===== config.mk =====
export PLATFORM = sky130hd
export DESIGN_NAME = cu_operand_mgr
export DESIGN_NICKNAME = d
export VERILOG_FILES = /design/src/rtl/cu_pkg.sv /design/src/rtl/cu_src_port.sv /design/src/rtl/cu_alu.sv /design/src/rtl/cu_wb_stage.sv /design/src/rtl/cu_operand_mgr.sv
export SDC_FILE = /design/constraint.sdc
export NUM_CORES = 1
export LEC_CHECK = 0
export ABC_AREA = 1
export BUFFER_PORTS_ARGS = -buffer_cell sky130_fd_sc_hd__buf_2
export CAP_MARGIN = 40
export CORE_UTILIZATION = 45
export CTS_CLUSTER_SIZE = 10
export DETAILED_ROUTE_END_ITERATION = 10
export HOLD_SLACK_MARGIN = 0.03
export PLACE_DENSITY = 0.68
export SETUP_SLACK_MARGIN = 0.3
export SLEW_MARGIN = 30
export SYNTH_ARGS = -nofsm -noshare
export SYNTH_HDL_FRONTEND = slang
export SYNTH_SLANG_ARGS = --single-unit
export TNS_END_PERCENT = 20

===== constraint.sdc =====
create_clock -name clk -period 7.1 [get_ports clk]
set_input_delay 1.42 -clock clk [delete_from_list [all_inputs] [get_ports clk]]
set_output_delay 1.42 -clock clk [all_outputs]
set_load 0.02 [all_outputs]

===== src/rtl/cu_pkg.sv =====
// Shared types for the computation-unit operand manager.
package cu_pkg;
    typedef enum logic [1:0] {
        ALU_ADD = 2'd0,
        ALU_SUB = 2'd1,
        ALU_AND = 2'd2,
        ALU_XOR = 2'd3
    } alu_op_e;

    // Control fields captured at issue
    typedef struct packed {
        alu_op_e    op;
        logic       inv_a;
    } ctrl_t;
endpackage


===== src/rtl/cu_src_port.sv =====
// One source-operand port: holds a read request open until its go pulse,
// capturing the operand bus in the go cycle.
// Assumes start_i is only pulsed while the unit is idle.
module cu_src_port #(
    parameter int W = 16
) (
    input  logic         clk,
    input  logic         rst_n,
    input  logic         start_i,
    input  logic         need_i,
    input  logic [W-1:0] fill_i,
    input  logic         go_i,
    input  logic [W-1:0] src_i,
    output logic         rel_o,
    output logic         got_o,
    output logic [W-1:0] opnd_o
);
    logic         got_q;
    logic [W-1:0] opnd_q;

    // Request/capture state: open at start if needed, close on go
    always_ff @(posedge clk) begin
        if (!rst_n) begin
            got_q  <= 1'b1;
            opnd_q <= '0;
        end else if (start_i) begin
            got_q  <= ~need_i;
            opnd_q <= fill_i;
        end else if (go_i && !got_q) begin
            got_q  <= 1'b1;
            opnd_q <= src_i;
        end
    end

    assign rel_o  = ~got_q;
    assign got_o  = got_q;
    assign opnd_o = opnd_q;

    a_r4_rel_holds: assert property (@(posedge clk) disable iff (!rst_n)
        (rel_o && !go_i) |=> rel_o);
    a_r4_rel_falls: assert property (@(posedge clk) disable iff (!rst_n)
        (rel_o && go_i) |=> !rel_o);
    a_r3_rel_after_start: assert property (@(posedge clk) disable iff (!rst_n)
        (!rel_o && !start_i) |=> !rel_o);
endmodule


===== src/rtl/cu_alu.sv =====
// Multi-cycle ALU with valid/ready on both sides. Accepts one operation
// when idle, produces the result LAT cycles later and holds it until taken.
module cu_alu
    import cu_pkg::*;
#(
    parameter int W   = 16,
    parameter int LAT = 2
) (
    input  logic         clk,
    input  logic         rst_n,
    input  logic         in_valid_i,
    output logic         in_ready_o,
    input  alu_op_e      op_i,
    input  logic [W-1:0] a_i,
    input  logic [W-1:0] b_i,
    output logic         out_valid_o,
    input  logic         out_ready_i,
    output logic [W-1:0] res_o
);
    localparam int CW = (LAT < 1) ? 1 : $clog2(LAT + 1);

    logic          busy_q;
    logic [CW-1:0] cnt_q;
    logic [W-1:0]  res_q;
    logic [W-1:0]  res_d;

    // Combinational operation select
    always_comb begin
        unique case (op_i)
            ALU_ADD: res_d = a_i + b_i;
            ALU_SUB: res_d = a_i - b_i;
            ALU_AND: res_d = a_i & b_i;
            default: res_d = a_i ^ b_i;
        endcase
    end

    // Accept, count down latency, release on output handshake
    always_ff @(posedge clk) begin
        if (!rst_n) begin
            busy_q <= 1'b0;
            cnt_q  <= '0;
            res_q  <= '0;
        end else if (!busy_q) begin
            if (in_valid_i) begin
                busy_q <= 1'b1;
                cnt_q  <= CW'(LAT);
                res_q  <= res_d;
            end
        end else if (cnt_q != '0) begin
            cnt_q <= cnt_q - 1'b1;
        end else if (out_ready_i) begin
            busy_q <= 1'b0;
        end
    end

    assign in_ready_o  = ~busy_q;
    assign out_valid_o = busy_q && (cnt_q == '0);
    assign res_o       = res_q;

    a_r9_alu_res_held: assert property (@(posedge clk) disable iff (!rst_n)
        (out_valid_o && !out_ready_i) |=> (out_valid_o && $stable(res_o)));
endmodule


===== src/rtl/cu_wb_stage.sv =====
// Write-back holding stage: parks the ALU result behind a write request
// until the one-cycle write go arrives.
module cu_wb_stage #(
    parameter int W = 16
) (
    input  logic         clk,
    input  logic         rst_n,
    input  logic         res_valid_i,
    input  logic [W-1:0] res_i,
    output logic         res_ready_o,
    input  logic         wr_go_i,
    output logic         wr_rel_o,
    output logic [W-1:0] data_o,
    output logic         done_o
);
    logic         rel_q;
    logic [W-1:0] data_q;

    // Capture result when empty, release on write go
    always_ff @(posedge clk) begin
        if (!rst_n) begin
            rel_q  <= 1'b0;
            data_q <= '0;
        end else if (!rel_q) begin
            if (res_valid_i) begin
                rel_q  <= 1'b1;
                data_q <= res_i;
            end
        end else if (wr_go_i) begin
            rel_q <= 1'b0;
        end
    end

    assign res_ready_o = ~rel_q;
    assign wr_rel_o    = rel_q;
    assign data_o      = data_q;
    assign done_o      = rel_q & wr_go_i;

    a_r9_data_held: assert property (@(posedge clk) disable iff (!rst_n)
        (wr_rel_o && !wr_go_i) |=> (wr_rel_o && $stable(data_o)));
endmodule


===== src/rtl/cu_operand_mgr.sv =====
// Computation-unit operand manager: latches an issued operation, collects
// its source operands through per-port request/go handshakes, runs the ALU
// and holds the result until the write go. busy_o spans issue to write go.
// Assumes the issue stage only issues while busy_o is low.
module cu_operand_mgr
    import cu_pkg::*;
#(
    parameter int W   = 16,
    parameter int LAT = 2
) (
    input  logic         clk,
    input  logic         rst_n,
    input  logic         issue_i,
    input  logic [1:0]   op_i,
    input  logic         inv_a_i,
    input  logic         zero_a_i,
    input  logic [W-1:0] imm_i,
    input  logic         imm_ok_i,
    input  logic [1:0]   rdmask_i,
    output logic         busy_o,
    output logic [1:0]   rd_rel_o,
    input  logic [1:0]   rd_go_i,
    input  logic [W-1:0] src_a_i,
    input  logic [W-1:0] src_b_i,
    output logic         wr_rel_o,
    input  logic         wr_go_i,
    output logic [W-1:0] data_o
);
    localparam int NSRC = 2;

    logic            busy_q;
    logic            launched_q;
    ctrl_t           ctrl_q;
    logic            start;
    logic            done;
    logic [NSRC-1:0] need;
    logic [NSRC-1:0] got;
    logic [W-1:0]    fill [NSRC];
    logic [W-1:0]    src  [NSRC];
    logic [W-1:0]    opnd [NSRC];
    logic            alu_in_valid;
    logic            alu_in_ready;
    logic            alu_out_valid;
    logic            alu_out_ready;
    logic [W-1:0]    alu_res;
    logic [W-1:0]    alu_a;

    assign start = issue_i & ~busy_q;

    // Per-port need and fill value decoded from the issue-cycle inputs
    always_comb begin
        need[0] = ~(zero_a_i | rdmask_i[0]);
        need[1] = ~(imm_ok_i | rdmask_i[1]);
        fill[0] = '0;
        fill[1] = imm_ok_i ? imm_i : '0;
        src[0]  = src_a_i;
        src[1]  = src_b_i;
    end

    for (genvar p = 0; p < NSRC; p++) begin : g_src
        cu_src_port #(.W(W)) u_port (
            .clk    (clk),
            .rst_n  (rst_n),
            .start_i(start),
            .need_i (need[p]),
            .fill_i (fill[p]),
            .go_i   (rd_go_i[p]),
            .src_i  (src[p]),
            .rel_o  (rd_rel_o[p]),
            .got_o  (got[p]),
            .opnd_o (opnd[p])
        );
    end

    // Operation lifetime: busy from accepted issue to write go
    always_ff @(posedge clk) begin
        if (!rst_n) begin
            busy_q     <= 1'b0;
            launched_q <= 1'b0;
            ctrl_q     <= '{op: ALU_ADD, inv_a: 1'b0};
        end else if (start) begin
            busy_q     <= 1'b1;
            launched_q <= 1'b0;
            ctrl_q     <= '{op: alu_op_e'(op_i), inv_a: inv_a_i};
        end else begin
            if (alu_in_valid && alu_in_ready) launched_q <= 1'b1;
            if (done) busy_q <= 1'b0;
        end
    end

    assign alu_in_valid = busy_q & (&got) & ~launched_q;
    assign alu_a        = ctrl_q.inv_a ? ~opnd[0] : opnd[0];

    cu_alu #(.W(W), .LAT(LAT)) u_alu (
        .clk        (clk),
        .rst_n      (rst_n),
        .in_valid_i (alu_in_valid),
        .in_ready_o (alu_in_ready),
        .op_i       (ctrl_q.op),
        .a_i        (alu_a),
        .b_i        (opnd[1]),
        .out_valid_o(alu_out_valid),
        .out_ready_i(alu_out_ready),
        .res_o      (alu_res)
    );

    cu_wb_stage #(.W(W)) u_wb (
        .clk        (clk),
        .rst_n      (rst_n),
        .res_valid_i(alu_out_valid),
        .res_i      (alu_res),
        .res_ready_o(alu_out_ready),
        .wr_go_i    (wr_go_i),
        .wr_rel_o   (wr_rel_o),
        .data_o     (data_o),
        .done_o     (done)
    );

    assign busy_o = busy_q;

    a_r1_idle_stays_idle: assert property (@(posedge clk) disable iff (!rst_n)
        (!busy_o && !issue_i) |=> !busy_o);
    a_r10_busy_drops: assert property (@(posedge clk) disable iff (!rst_n)
        (wr_rel_o && wr_go_i) |=> (!busy_o && !wr_rel_o));
    a_r10_no_rel_idle: assert property (@(posedge clk) disable iff (!rst_n)
        !busy_o |-> (rd_rel_o == 2'b00 && !wr_rel_o));
    a_r3_issue_cycle_quiet: assert property (@(posedge clk) disable iff (!rst_n)
        start |-> (rd_rel_o == 2'b00));
endmodule


======== After elaboration in Yosys (flattened, before gate mapping) ========
Cells that the tools add are included.
word-level totals
  input bits .............................. 61
  ROM bits ................................ 0
  flip-flop bits (word level) ............. 75
  output and inout port bits .............. 20
  bits in latches ......................... 0
  memories ................................ 0
  bits in writable memories ............... 0
  logic and storage cells ................. 74
operators by class
  bitwise operators ....................... 16
  $add $sub $neg .......................... 3
  divide/modulo/power cells ............... 0
  muxes and demuxes ....................... 21
  equal/unequal tests ..................... 3
  $mul .................................... 0
  shift operators ......................... 0
  $lt $le $gt $ge ......................... 0
  reduce and logical (&&, ||, !) cells .... 18
operators by type and width
  kind                                                                number
  16-bit 2-to-1 mux                                                   4
  16-bit case mux with 3 select lines                                 1
  16-bit adder                                                        1
  16-bit AND                                                          1
  16-bit NOT                                                          1
  16-bit subtractor                                                   1
  16-bit bitwise XOR                                                  1
  1-bit 2-to-1 mux                                                    13
  2-bit nonzero test                                                  5
  2-bit AND reduction                                                 4
  1-bit NOT                                                           7
  2-bit 2-to-1 mux                                                    3
  1-bit AND                                                           4
  1-bit logical AND                                                   4
  2-bit logical NOT                                                   2
  2-bit by 1-bit == test with 1-bit output, second input constant     1
  2-bit == test, second input constant                                1
  1-bit logical NOT                                                   2
  2-bit != test, second input constant                                1
  1-bit OR                                                            2
  2-bit OR reduction                                                  1
  2-bit by 1-bit subtractor with 2-bit output, second input constant  1

======== Longest topological paths before layout ========
Gate-level depths: netlist (run 1).
  depth after elaboration ................. 5
  depth in mapped cells ................... 20

======== By module ========
Synthesis (run 1) repeated with hierarchy kept, for this count alone.
second synthesis, totals
  cell total of the unflattened synthesis .. 872
  area, all modules ....................... 5,532.8 sq um
modules (own cells, without submodules)
  module          cells an instance  times used  area an instance (sq um)
  cu_alu          356                1           2,341.0
  cu_src_port     162                2           970.9
  cu_wb_stage     110                1           739.5
  cu_operand_mgr  82                 1           510.5

======== Least setup slack after synthesis (run 1) ========
OpenSTA, ideal clock, no wires.
  path kind ............................... flip-flop to flip-flop
  start ................................... register g_src[1].u_port.opnd_q[0]
  end ..................................... register u_alu.res_q[15] (netlist: u_alu.res_o[15])
  path buffers ............................ 0
  path slack .............................. 4.794 ns
  library setup time ...................... 0.124 ns
  required time ........................... 6.976 ns
  stages on the path, launching flop included .. 19
  arrival time ............................ 2.182 ns
  path through ............................ dfxtp_1 -> inv_1 -> ha_1 -> nand4_1 -> nor2_1 -> nand2_1 -> o21ai_2 -> xor2_1 -> inv_1 -> ha_1 -> nand2_1 -> inv_1 -> nand2_1 -> nor3_1 -> nand2_1 -> nand2_1 -> nand2_1 -> nand3_1 -> a21oi_1
between the ends
  longest elaborated chain between the ends .. 2
RTL lines
  item                                                      RTL line                    source
  start: declaration                                        cu_src_port.sv:19           logic [W-1:0] opnd_q;
  start signal: assignment                                  cu_src_port.sv:28           opnd_q <= fill_i;
  start signal: assignment                                  cu_src_port.sv:31           opnd_q <= src_i;
  16-bit subtractor / 16-bit adder (equally long branches)  cu_alu.sv:31, cu_alu.sv:30
  16-bit case mux with 3 select lines (*)                   cu_alu.sv:29                unique case (op_i)
  end signal: assignment                                    cu_alu.sv:47                res_q <= res_d;
  end: declaration                                          cu_alu.sv:24                logic [W-1:0] res_q;
Mark *: on every way between the ends. The rest lies on a longest branch, timed or not.
A chain may end at the register's enable or synchronous reset.

======== Final worst setup path (run 1) ========
  start ................................... input issue_i
  end ..................................... register g_src[0].u_port.opnd_q[12]
between the ends
  longest elaborated chain between the ends .. 2
RTL lines
  item                                 RTL line              source
  start: declaration                   cu_operand_mgr.sv:13  input logic issue_i,
  1-bit AND                            cu_operand_mgr.sv:48  assign start = issue_i & ~busy_q;
  2-bit OR reduction (no source line)  n/a
  end signal: assignment               cu_src_port.sv:28
  end signal: assignment               cu_src_port.sv:31
  end: declaration                     cu_src_port.sv:19
No other way between the ends.

==> reports/qor.yml, run 1 <==
postSynthCellCount: 662
setup_viol: 0
min_from: "u_alu.cnt_q[0]"
io_pins: 81
multi_input_area_um2: 2790
syn_area_um2: 4700
synth_seq_cells: 75
p_seq_frac: 0.371
drv_cap: 0
grt_pass1_wl_um: 20700
hold_path_depth: 1
portBuffers: 80
start_kind: "input port"
antenna_found_initial: 0
die_w_um: 104
cts_tree: "done"
fp.dieH_um: 104
tightest_slew_ns: 0.696
drv_slew: 0
powerDensity_nw_per_um2: 244
peakVddDrop_uv: 118
async_reset_ff_frac: 0
grt_pass1_vias: 4395
grt_max_degree: 57
switching_share: 0.369
area_delta_synth_final_pct: 14.3
cp_slowest_cell: "inv_1"
layout.nets: 824
cts_buffer_depth: 2
routedWlPerCell_um: 14.1
hold_viol_final: 0
routed-via-count: 4600
crit_top_cell: "inv_1"
rows: 36
ys_seq_area_frac: 0.319
drt_pass1_iterations: 5
ant_nets: 0
cts_resized: 0
synthFlopType: "dfxtp_1"
synth_most_common_cell: "nand2_1"
path_clk_slew_ns: 0.08
syn_nets: 761
drive_gt1_frac: 0.167
yosysWarnings: 0
reg2reg_slack_ns: 4.35
p_clk_frac: 0.284
cts.htree.levels: 3
grt_setup_unrepaired: "false"
crit_chain: "buf_2 > nand2_2 > inv_1 > nor2_1 > inv_1 > a21oi_1"
crit_start: "issue_i"
synth_edf_count: 0
crit_path_end_kind: "register"
fmax_mhz: 355
rr_endpoint: "u_alu.res_o[15]"
fin_cells: 863
r2r_cells: 16
diodes: 0
ff_latch_area_um2: 1500
synthDominantCellAreaShare: 0.319
r2r_start: "g_src[1].u_port.opnd_o[0]"
power_frac_comb: 0.345
fin_skew_ns: 0.0135
timing.slew.headroom: 0.536
tns_ns: 0
crit_fanout: 26
ys_types: 39
cpPeakStageDelay_ns: 0.38
wl_um: 12200
yosys.area.top_type: "dfxtp_1"
criticalPathCategory: "input port to register"
leakagePower_nw: 2.69
worstHoldPathType: "register to register"
drc: 0
synth_common_cells: "nand2_1, dfxtp_1, o21ai_0"
drt_iter0_markers: 188
arrival_ns: 3.09
fp.coreArea_um2: 9950
start_util: 0.472
final.fill_count: 993
cts_hold_buf: 0
grt_usage: 0.237
worstSkewPairLatency_ns: 0.36
cts.sinks: 75
avgViaCountPerCell: 5.33
whs_endpoint: "u_alu.cnt_q[0]"
dp_cells: 844
gp_congestion: 0.956
postCtsSetupBuffers: 0
avgSynthCellArea_um2: 7.10
root_buffer: "clkbuf_8"
cts_buffers: 9
p_sw_mw: 0.484
status: "finished, final reports clean"
min_period_over_period: 0.397
dieArea_um2: 10900
synthTopCellsByArea: "dfxtp_1, nand2_1, ha_1"
dp.final_hpwl_um: 9430
grt_overflow: 0
p_int_mw: 0.829
period_minus_slack_ns: 2.82
cp.required_ns: 7.37
[power groups by stage]
stage / registers, mW / clock network, mW / logic, mW
finish: 0.487 / 0.373 / 0.453
global route: 0.491 / 0.401 / 0.519
CTS: 0.489 / 0.383 / 0.445
detailed placement: 0.498 / 0 / 0.442
global placement: 0.498 / 0 / 0.433
floorplan: 0.494 / 0 / 0.330
[worst max-delay path, delay by kind of cell]
family	cells	cell delay, ns
buf+inv	3	0.77
compound gates	1	0.20
simple gates	2	0.69
[worst max-delay path by stage]
stage / to / slack [ns] / cells past startpoint
after detailed placement: g_src[0].u_port.opnd_o[2] / 3.91 / 6
after global routing: u_alu.res_o[15] / 4.03 / 18
after floorplan: u_alu.res_o[15] / 4.79 / 18
final: g_src[0].u_port.opnd_o[12] / 4.28 / 6
after global placement: g_src[0].u_port.opnd_o[14] / 4.02 / 6
after CTS: g_src[0].u_port.opnd_o[2] / 4.29 / 6
[final cells by class]
class / instances / area share
clock buffer: 11 / 0.0263
clock inverter: 5 / 0.0156
inverter: 64 / 0.0447
multi-input combinational: 492 / 0.519
sequential: 75 / 0.280
tap: 133 / 0.0310
timing repair buffer: 83 / 0.0839
[registers in the layout, summed over array words and instances, names as in the netlist, 2 cells and up]
name,flops
u_alu.cnt_q,2
u_alu.res_o,16
u_wb.data_o,16
g_src.u_port.got_o,2
ctrl_q,3
g_src.u_port.opnd_o,32
[through the flow]
step                      hold slack, ns  setup slack [ns]  area (um^2)  power [mW]   util
after floorplan                    0.426              4.79         4700       0.825      -
after global placement             0.440              4.02         5100       0.931  0.512
after detailed placement           0.460              3.91         5100       0.941  0.512
after CTS                          0.472              4.29         5320        1.32  0.535
after global routing               0.497              4.03         5370        1.41  0.540
final                              0.467              4.28         5370        1.31  0.540
[layer usage]
metal,up-vias,share of wire,GRT usage
li1,2353,-,-
met1,2117,0.46,0.294
met2,110,0.48,0.398
met3,20,0.040,0.0470
met4,0,0.026,0.100
met5,-,0,0
[placed cells by master, fill, tap and decap left out, drive strengths merged]
master | synthesis | routed
a21o | 1 | 1
a21oi | 50 | 50
a221oi | 10 | 10
a31oi | 16 | 16
a41oi | 5 | 5
buf | 16 | 83
bufinv | 0 | 2
clkbuf | 15 | 11
clkinvlp | 0 | 2
dfxtp | 75 | 75
fa | 1 | 1
ha | 37 | 37
inv | 64 | 65
nand2 | 152 | 152
nand3 | 40 | 40
nand3b | 5 | 5
nand4 | 5 | 5
nor2 | 58 | 58
nor3 | 5 | 5
o211ai | 2 | 2
o21a | 1 | 1
o21ai | 68 | 68
o21bai | 1 | 1
o221ai | 1 | 1
o31ai | 3 | 3
or2 | 3 | 3
xnor2 | 7 | 7
xor2 | 21 | 21
[cells by family (layout without fill, tap and decap cells)]
group,Yosys count,in the layout,synth area share
DFF,75,75,0.319
AOI/OAI and AO/OA,158,158,0.194
buffers and inverters,95,163,0.0873
xor gates and xnor gates,28,28,0.0522
adders and majority gates,38,38,0.103
and+or+nand+nor,268,268,0.245
(Power assumes the default switching activity.)
==> run 2, diff against run 1 <==
PLACE_DENSITY = 0.71   (was 0.68)
clock period = 2.4 ns   (was 7.1 ns; I/O delays follow)
==> run 2 against run 1 <==
Against the previous run: the flow now finishes with violations (setup timing); clock skew decreased by 0.0027 ns; critical path depth up 7; flip-flop and latch count stayed put; clock power grew to 3.2 times the previous value; via count is 3.5% higher; sequential share of layout area shrank 1.9 points; sequential power rose to 2.9 times the previous value.
==> reports/qor.yml, run 2 (synthesis results as in run 1) <==
drt_iter0_markers: 188  # unchanged
crit_fanout: 4  # -85%
setup_viol: 2  # +2
fin_skew_ns: 0.0108  # -0.00273 ns
cts_buffers: 9  # unchanged
drt_pass1_iterations: 5  # unchanged
dp_slack_ns: -0.0410  # -3.95 ns
drv_slew: 0  # unchanged
area_delta_synth_final_pct: 22.8
drive_gt1_frac: 0.242  # +0.0751
gp_congestion: 0.897  # -6.2%
drc: 0  # unchanged
grt_setup_unrepaired: "true"
largest_register_ffs: 32  # unchanged
path_clk_slew_ns: 0.09  # about the same
grt_overflow: 0  # unchanged
drv_cap: 0  # unchanged
wl_um: 12900  # +6.1%
routed-via-count: 4763  # +3.5%
fp.coreArea_um2: 9950  # unchanged
layout.nets: 862  # +4.6%
r2r_start: "g_src[1].u_port.opnd_o[5]"
rows: 36  # unchanged
worstSkewPairLatency_ns: 0.35  # about the same
io_pins: 81  # unchanged
ant_nets: 0  # unchanged
start_kind: "register"
cp.required_ns: 2.69  # -4.68 ns
cts_hold_buf: 0  # unchanged
root_buffer: "clkbuf_8"
die_w_um: 104  # unchanged
crit_path_end_kind: "register"
leakagePower_nw: 2.91  # +8.2%
violations: "setup timing"
grt_pass1_wl_um: 21400  # +3.5%
grt_usage: 0.246  # +0.00881
cts_buffer_depth: 2  # unchanged
crit_start: "g_src[1].u_port.opnd_o[5]"
min_period_over_period: 1.02
period_minus_slack_ns: 2.45
powerDensity_nw_per_um2: 727  # +200%
fp.dieH_um: 104  # unchanged
cts.htree.levels: 3  # unchanged
antenna_found_initial: 0  # unchanged
fmax_mhz: 407
final_area_um2: 5770  # +7.4%
mostFrequentLayoutCell: "nand2_1"
hold_viol_final: 0  # unchanged
placed_area_um2: 5410  # +6.2%
worstHoldPathType: "input port to register"
arrival_ns: 2.74  # -0.35 ns
dieArea_um2: 10900  # unchanged
criticalPathCategory: "register to register"
mostFrequentLayoutCells: "nand2_1, buf_2, dfxtp_1"
tightest_slew_ns: 0.577  # -0.119 ns
portBuffers: 80  # unchanged
layout_setup_ws_ns: -0.0541  # -4.34 ns
grt_pass1_vias: 4712  # +7.2%
routedWlPerCell_um: 14.3  # +1.6%
grt_max_degree: 35  # -39%
avgViaCountPerCell: 5.29  # -0.82%
status: "complete, but fails checks"
fin_cells: 901  # +4.4%
peakVddDrop_uv: 328  # +180%
dp.final_hpwl_um: 10000  # +6.6%
cts_tree: "done"
start_util: 0.472  # unchanged
timing.slew.headroom: 0.614  # +0.0786
diodes: 0  # unchanged
dp_cells: 882  # +4.5%
cts.sinks: 75  # unchanged
min_from: "src_a_i[8]"
run 2: changes by cell type in the layout (fill, tap and decap cells not counted), sizes merged:
cell / before / now
bufinv: 2 / 3
clkinvlp: 2 / 0
clkinv: 0 / 2
clkbuf: 11 / 10
buf: 83 / 121
run 2: routing by layer:
metal,GRT usage,part of all wire,up-vias
met5,0,0,-
met4,0.0959,0.034,0
met3,0.0395,0.031,29
met2,0.445,0.49,116
met1,0.288,0.45,2203
li1,-,-,2415
run 2: critical path, stage by stage, from the launching register on:
cell,delay (ns)
dfxtp_1,0.34
nor2_1,0.17
nand4_1,0.20
o21ai_2,0.24
xor2_1,0.17
inv_1,0.06
ha_1,0.34
a21oi_1,0.25
o21ai_0,0.12
a21oi_1,0.18
nand2_1,0.08
nand2_1,0.06
nand3_1,0.06
a21oi_1,0.12
run 2: worst paths after layout:
| kind | end | slack [ns] | depth (start not counted) |
|---|---|---|---|
| min | g_src[0].u_port.opnd_o[8] | 0.37 | 3 |
| max | u_alu.res_o[14] | -0.05 | 13 |
| min reg2reg | u_alu.cnt_q[0] | 0.46 | 1 |
| max reg2reg | u_alu.res_o[14] | -0.05 | 13 |
run 2: timing repair:
item                                    CTS  global route
buffers inserted                          2             0
endpoints found under the setup margin   12            14
gates resized for setup                   9            14
pin swaps                                 9             8
run 2: stage by stage:
| stage | total power [mW] | hold slack, ns | setup TNS (ns) | util |
|---|---|---|---|---|
| 6_report | 4.19 | 0.370 | -0.0663 | 0.580 |
| 3_3_place_gp | 2.89 | 0.440 | -0.00257 | 0.544 |
| 2_1_floorplan | 2.45 | 0.426 | 0 | - |
| 4_1_cts | 4.16 | 0.359 | 0 | 0.573 |
| 5_1_grt | 4.46 | 0.360 | -1.40 | 0.580 |
| 3_5_place_dp | 2.91 | 0.450 | -0.100 | 0.544 |
run 2: where the power goes:
group / leakage (nW) / internal, mW / switching [mW] / total, mW
clock network: 0.121 / 0.696 / 0.507 / 1.20
logic: 2.17 / 0.639 / 0.935 / 1.57
registers: 0.615 / 1.34 / 0.0722 / 1.42
run 2: area by class of cell:
type                    count  area [um^2]
fillers                   992         4180
inverters                  64          240
multi-input cells         492         2890
well taps                 133          166
clock buffers              10          128
clock inverters             6          113
flip-flops and latches     75         1510
repair buffers            121          724
==> run 3, diff against run 2 <==
SKIP_CTS_REPAIR_TIMING = 1   (was default)
==> run 3 against run 2 <==
Against the previous run: the run still ends with setup timing left; clock power about the same; clock skew is 0.00094 ns higher; design area up 0.85%; global-route usage fell by 0.12 points; largest power group unchanged.
==> reports/qor.yml, run 3 (synthesis results as in run 1) <==
worstSkewPairLatency_ns: 0.35  # about the same
avgViaCountPerCell: 5.26  # -0.55%
path_clk_slew_ns: 0.09  # about the same
fp.dieH_um: 104  # unchanged
fin_cells: 902  # +0.11%
portBuffers: 80  # unchanged
die_w_um: 104  # unchanged
setup_viol: 1  # -1
grt_usage: 0.245  # -0.00121
antenna_found_initial: 0  # unchanged
wl_um: 12900  # +0.23%
fin_skew_ns: 0.0117  # +0.000940 ns
drive_gt1_frac: 0.252  # +0.0101
fmax_mhz: 405  # -0.50%
violations: "setup timing"
crit_path_end_kind: "register"
cp_slowest_cell: "dfxtp_4"
fp.coreArea_um2: 9950  # unchanged
dieArea_um2: 10900  # unchanged
dp_cells: 882  # unchanged
grt_pass1_vias: 4702  # -0.21%
grt_setup_unrepaired: "true"
routedWlPerCell_um: 14.4  # +0.12%
drt_iter0_markers: 153  # -19%
crit_chain: "nor2_2 > nand4_1 > o21ai_2 > xor2_1 > inv_1 > ha_1 > a21oi_1 > o21ai_0 > a21oi_1 > nand2_1 > nand2_1 > nand3_1 > a21oi_1"
crit_top_cell: "a21oi_1"
start_util: 0.472  # unchanged
cpLargestDelayFamily: "compound AO/OA/AOI/OAI gates"
routed-via-count: 4742  # -0.44%
cts_tree: "done"
drv_slew: 0  # unchanged
arrival_ns: 2.75  # about the same
largest_register_ffs: 32  # unchanged
status: "complete, but fails checks"
cpPeakStageDelay_ns: 0.37  # +0.03 ns
p_total_mw: 4.24  # +1.0%
cts.htree.levels: 3  # unchanged
dp.final_hpwl_um: 10000  # unchanged
min_from: "src_a_i[8]"
drt_pass1_iterations: 4  # -1
cts_buffer_depth: 2  # unchanged
cp.required_ns: 2.68  # about the same
area_delta_synth_final_pct: 23.8
grt_max_degree: 35  # unchanged
io_pins: 81  # unchanged
peakVddDrop_uv: 336  # +2.7%
layout.nets: 863  # +0.12%
drc: 0  # unchanged
diodes: 0  # unchanged
mostFrequentLayoutCells: "nand2_1, buf_2, dfxtp_1"
grt_overflow: 0  # unchanged
gp_congestion: 0.897  # unchanged
critPathBufInv: 1  # unchanged
cts.sinks: 75  # unchanged
crit_fanout: 4  # unchanged
worstHoldPathType: "input port to register"
drv_cap: 0  # unchanged
min_period_over_period: 1.03  # +0.00517
criticalPathCategory: "register to register"
dp_slack_ns: -0.0410  # unchanged
grt_pass1_wl_um: 21300  # -0.42%
mostFrequentLayoutCell: "nand2_1"
leakagePower_nw: 2.91  # +0.27%
layout_setup_ws_ns: -0.0665  # -0.0124 ns
rows: 36  # unchanged
powerDensity_nw_per_um2: 728  # +0.16%
ant_nets: 0  # unchanged
hold_viol_final: 0  # unchanged
tns_ns: -0.0665  # -0.000176 ns
start_kind: "register"
root_buffer: "clkbuf_8"
r2r_start: "g_src[1].u_port.opnd_o[1]"
tightest_slew_ns: 0.586  # +0.00932 ns
period_minus_slack_ns: 2.47  # +0.0124 ns
timing.slew.headroom: 0.608  # -0.00624
cts_buffers: 9  # unchanged
crit_start: "g_src[1].u_port.opnd_o[1]"
## run 3: power by group
| part | switching, mW | internal, mW |
|---|---|---|
| Combinational | 0.952 | 0.664 |
| Clock | 0.508 | 0.696 |
| Sequential | 0.0728 | 1.34 |
| Total | 1.53 | 2.70 |
## run 3: worst paths after layout
| kind | end | slack [ns] | cells after the start |
|---|---|---|---|
| setup / recovery | u_alu.res_o[14] | -0.07 | 13 |
| hold reg to reg | u_alu.cnt_q[0] | 0.46 | 1 |
| setup reg to reg | u_alu.res_o[14] | -0.07 | 13 |
| hold / removal | g_src[0].u_port.opnd_o[8] | 0.37 | 3 |
## run 3: worst reg2reg max path: cells and delay by family, from the launching register on
kind            cells  cell delay [ns]
xor+xnor            1             0.17
buf+inv             1             0.06
fa+ha+maj           1             0.34
simple gates        5             0.56
compound gates      5             0.90
flops               1             0.37
## run 3: final cells by class
class	instances	area (um^2)
Inverter	64	243
Timing Repair Buffer	122	732
Clock buffer	10	128
Clock inverter	6	113
Fill cell	985	4140
Sequential cell	75	1510
Multi-Input combinational cell	492	2930
Tap cell	133	166
## run 3: through the flow
| step | util | hold WS [ns] | area [um^2] |
|---|---|---|---|
| 3_5_place_dp | 0.544 | 0.450 | 5410 |
| 4_1_cts | 0.568 | 0.359 | 5650 |
| 2_1_floorplan | - | 0.426 | 4720 |
| 6_report | 0.585 | 0.370 | 5820 |
| 5_1_grt | 0.585 | 0.360 | 5820 |
| 3_3_place_gp | 0.544 | 0.440 | 5410 |
## run 3: metal layers
metal | GRT usage | routed length (um) | up-vias
met5 | 0 | 0 | -
met1 | 0.285 | 5750 | 2184
met2 | 0.442 | 6330 | 114
li1 | - | - | 2414
met4 | 0.0990 | 433 | 0
met3 | 0.0395 | 435 | 30
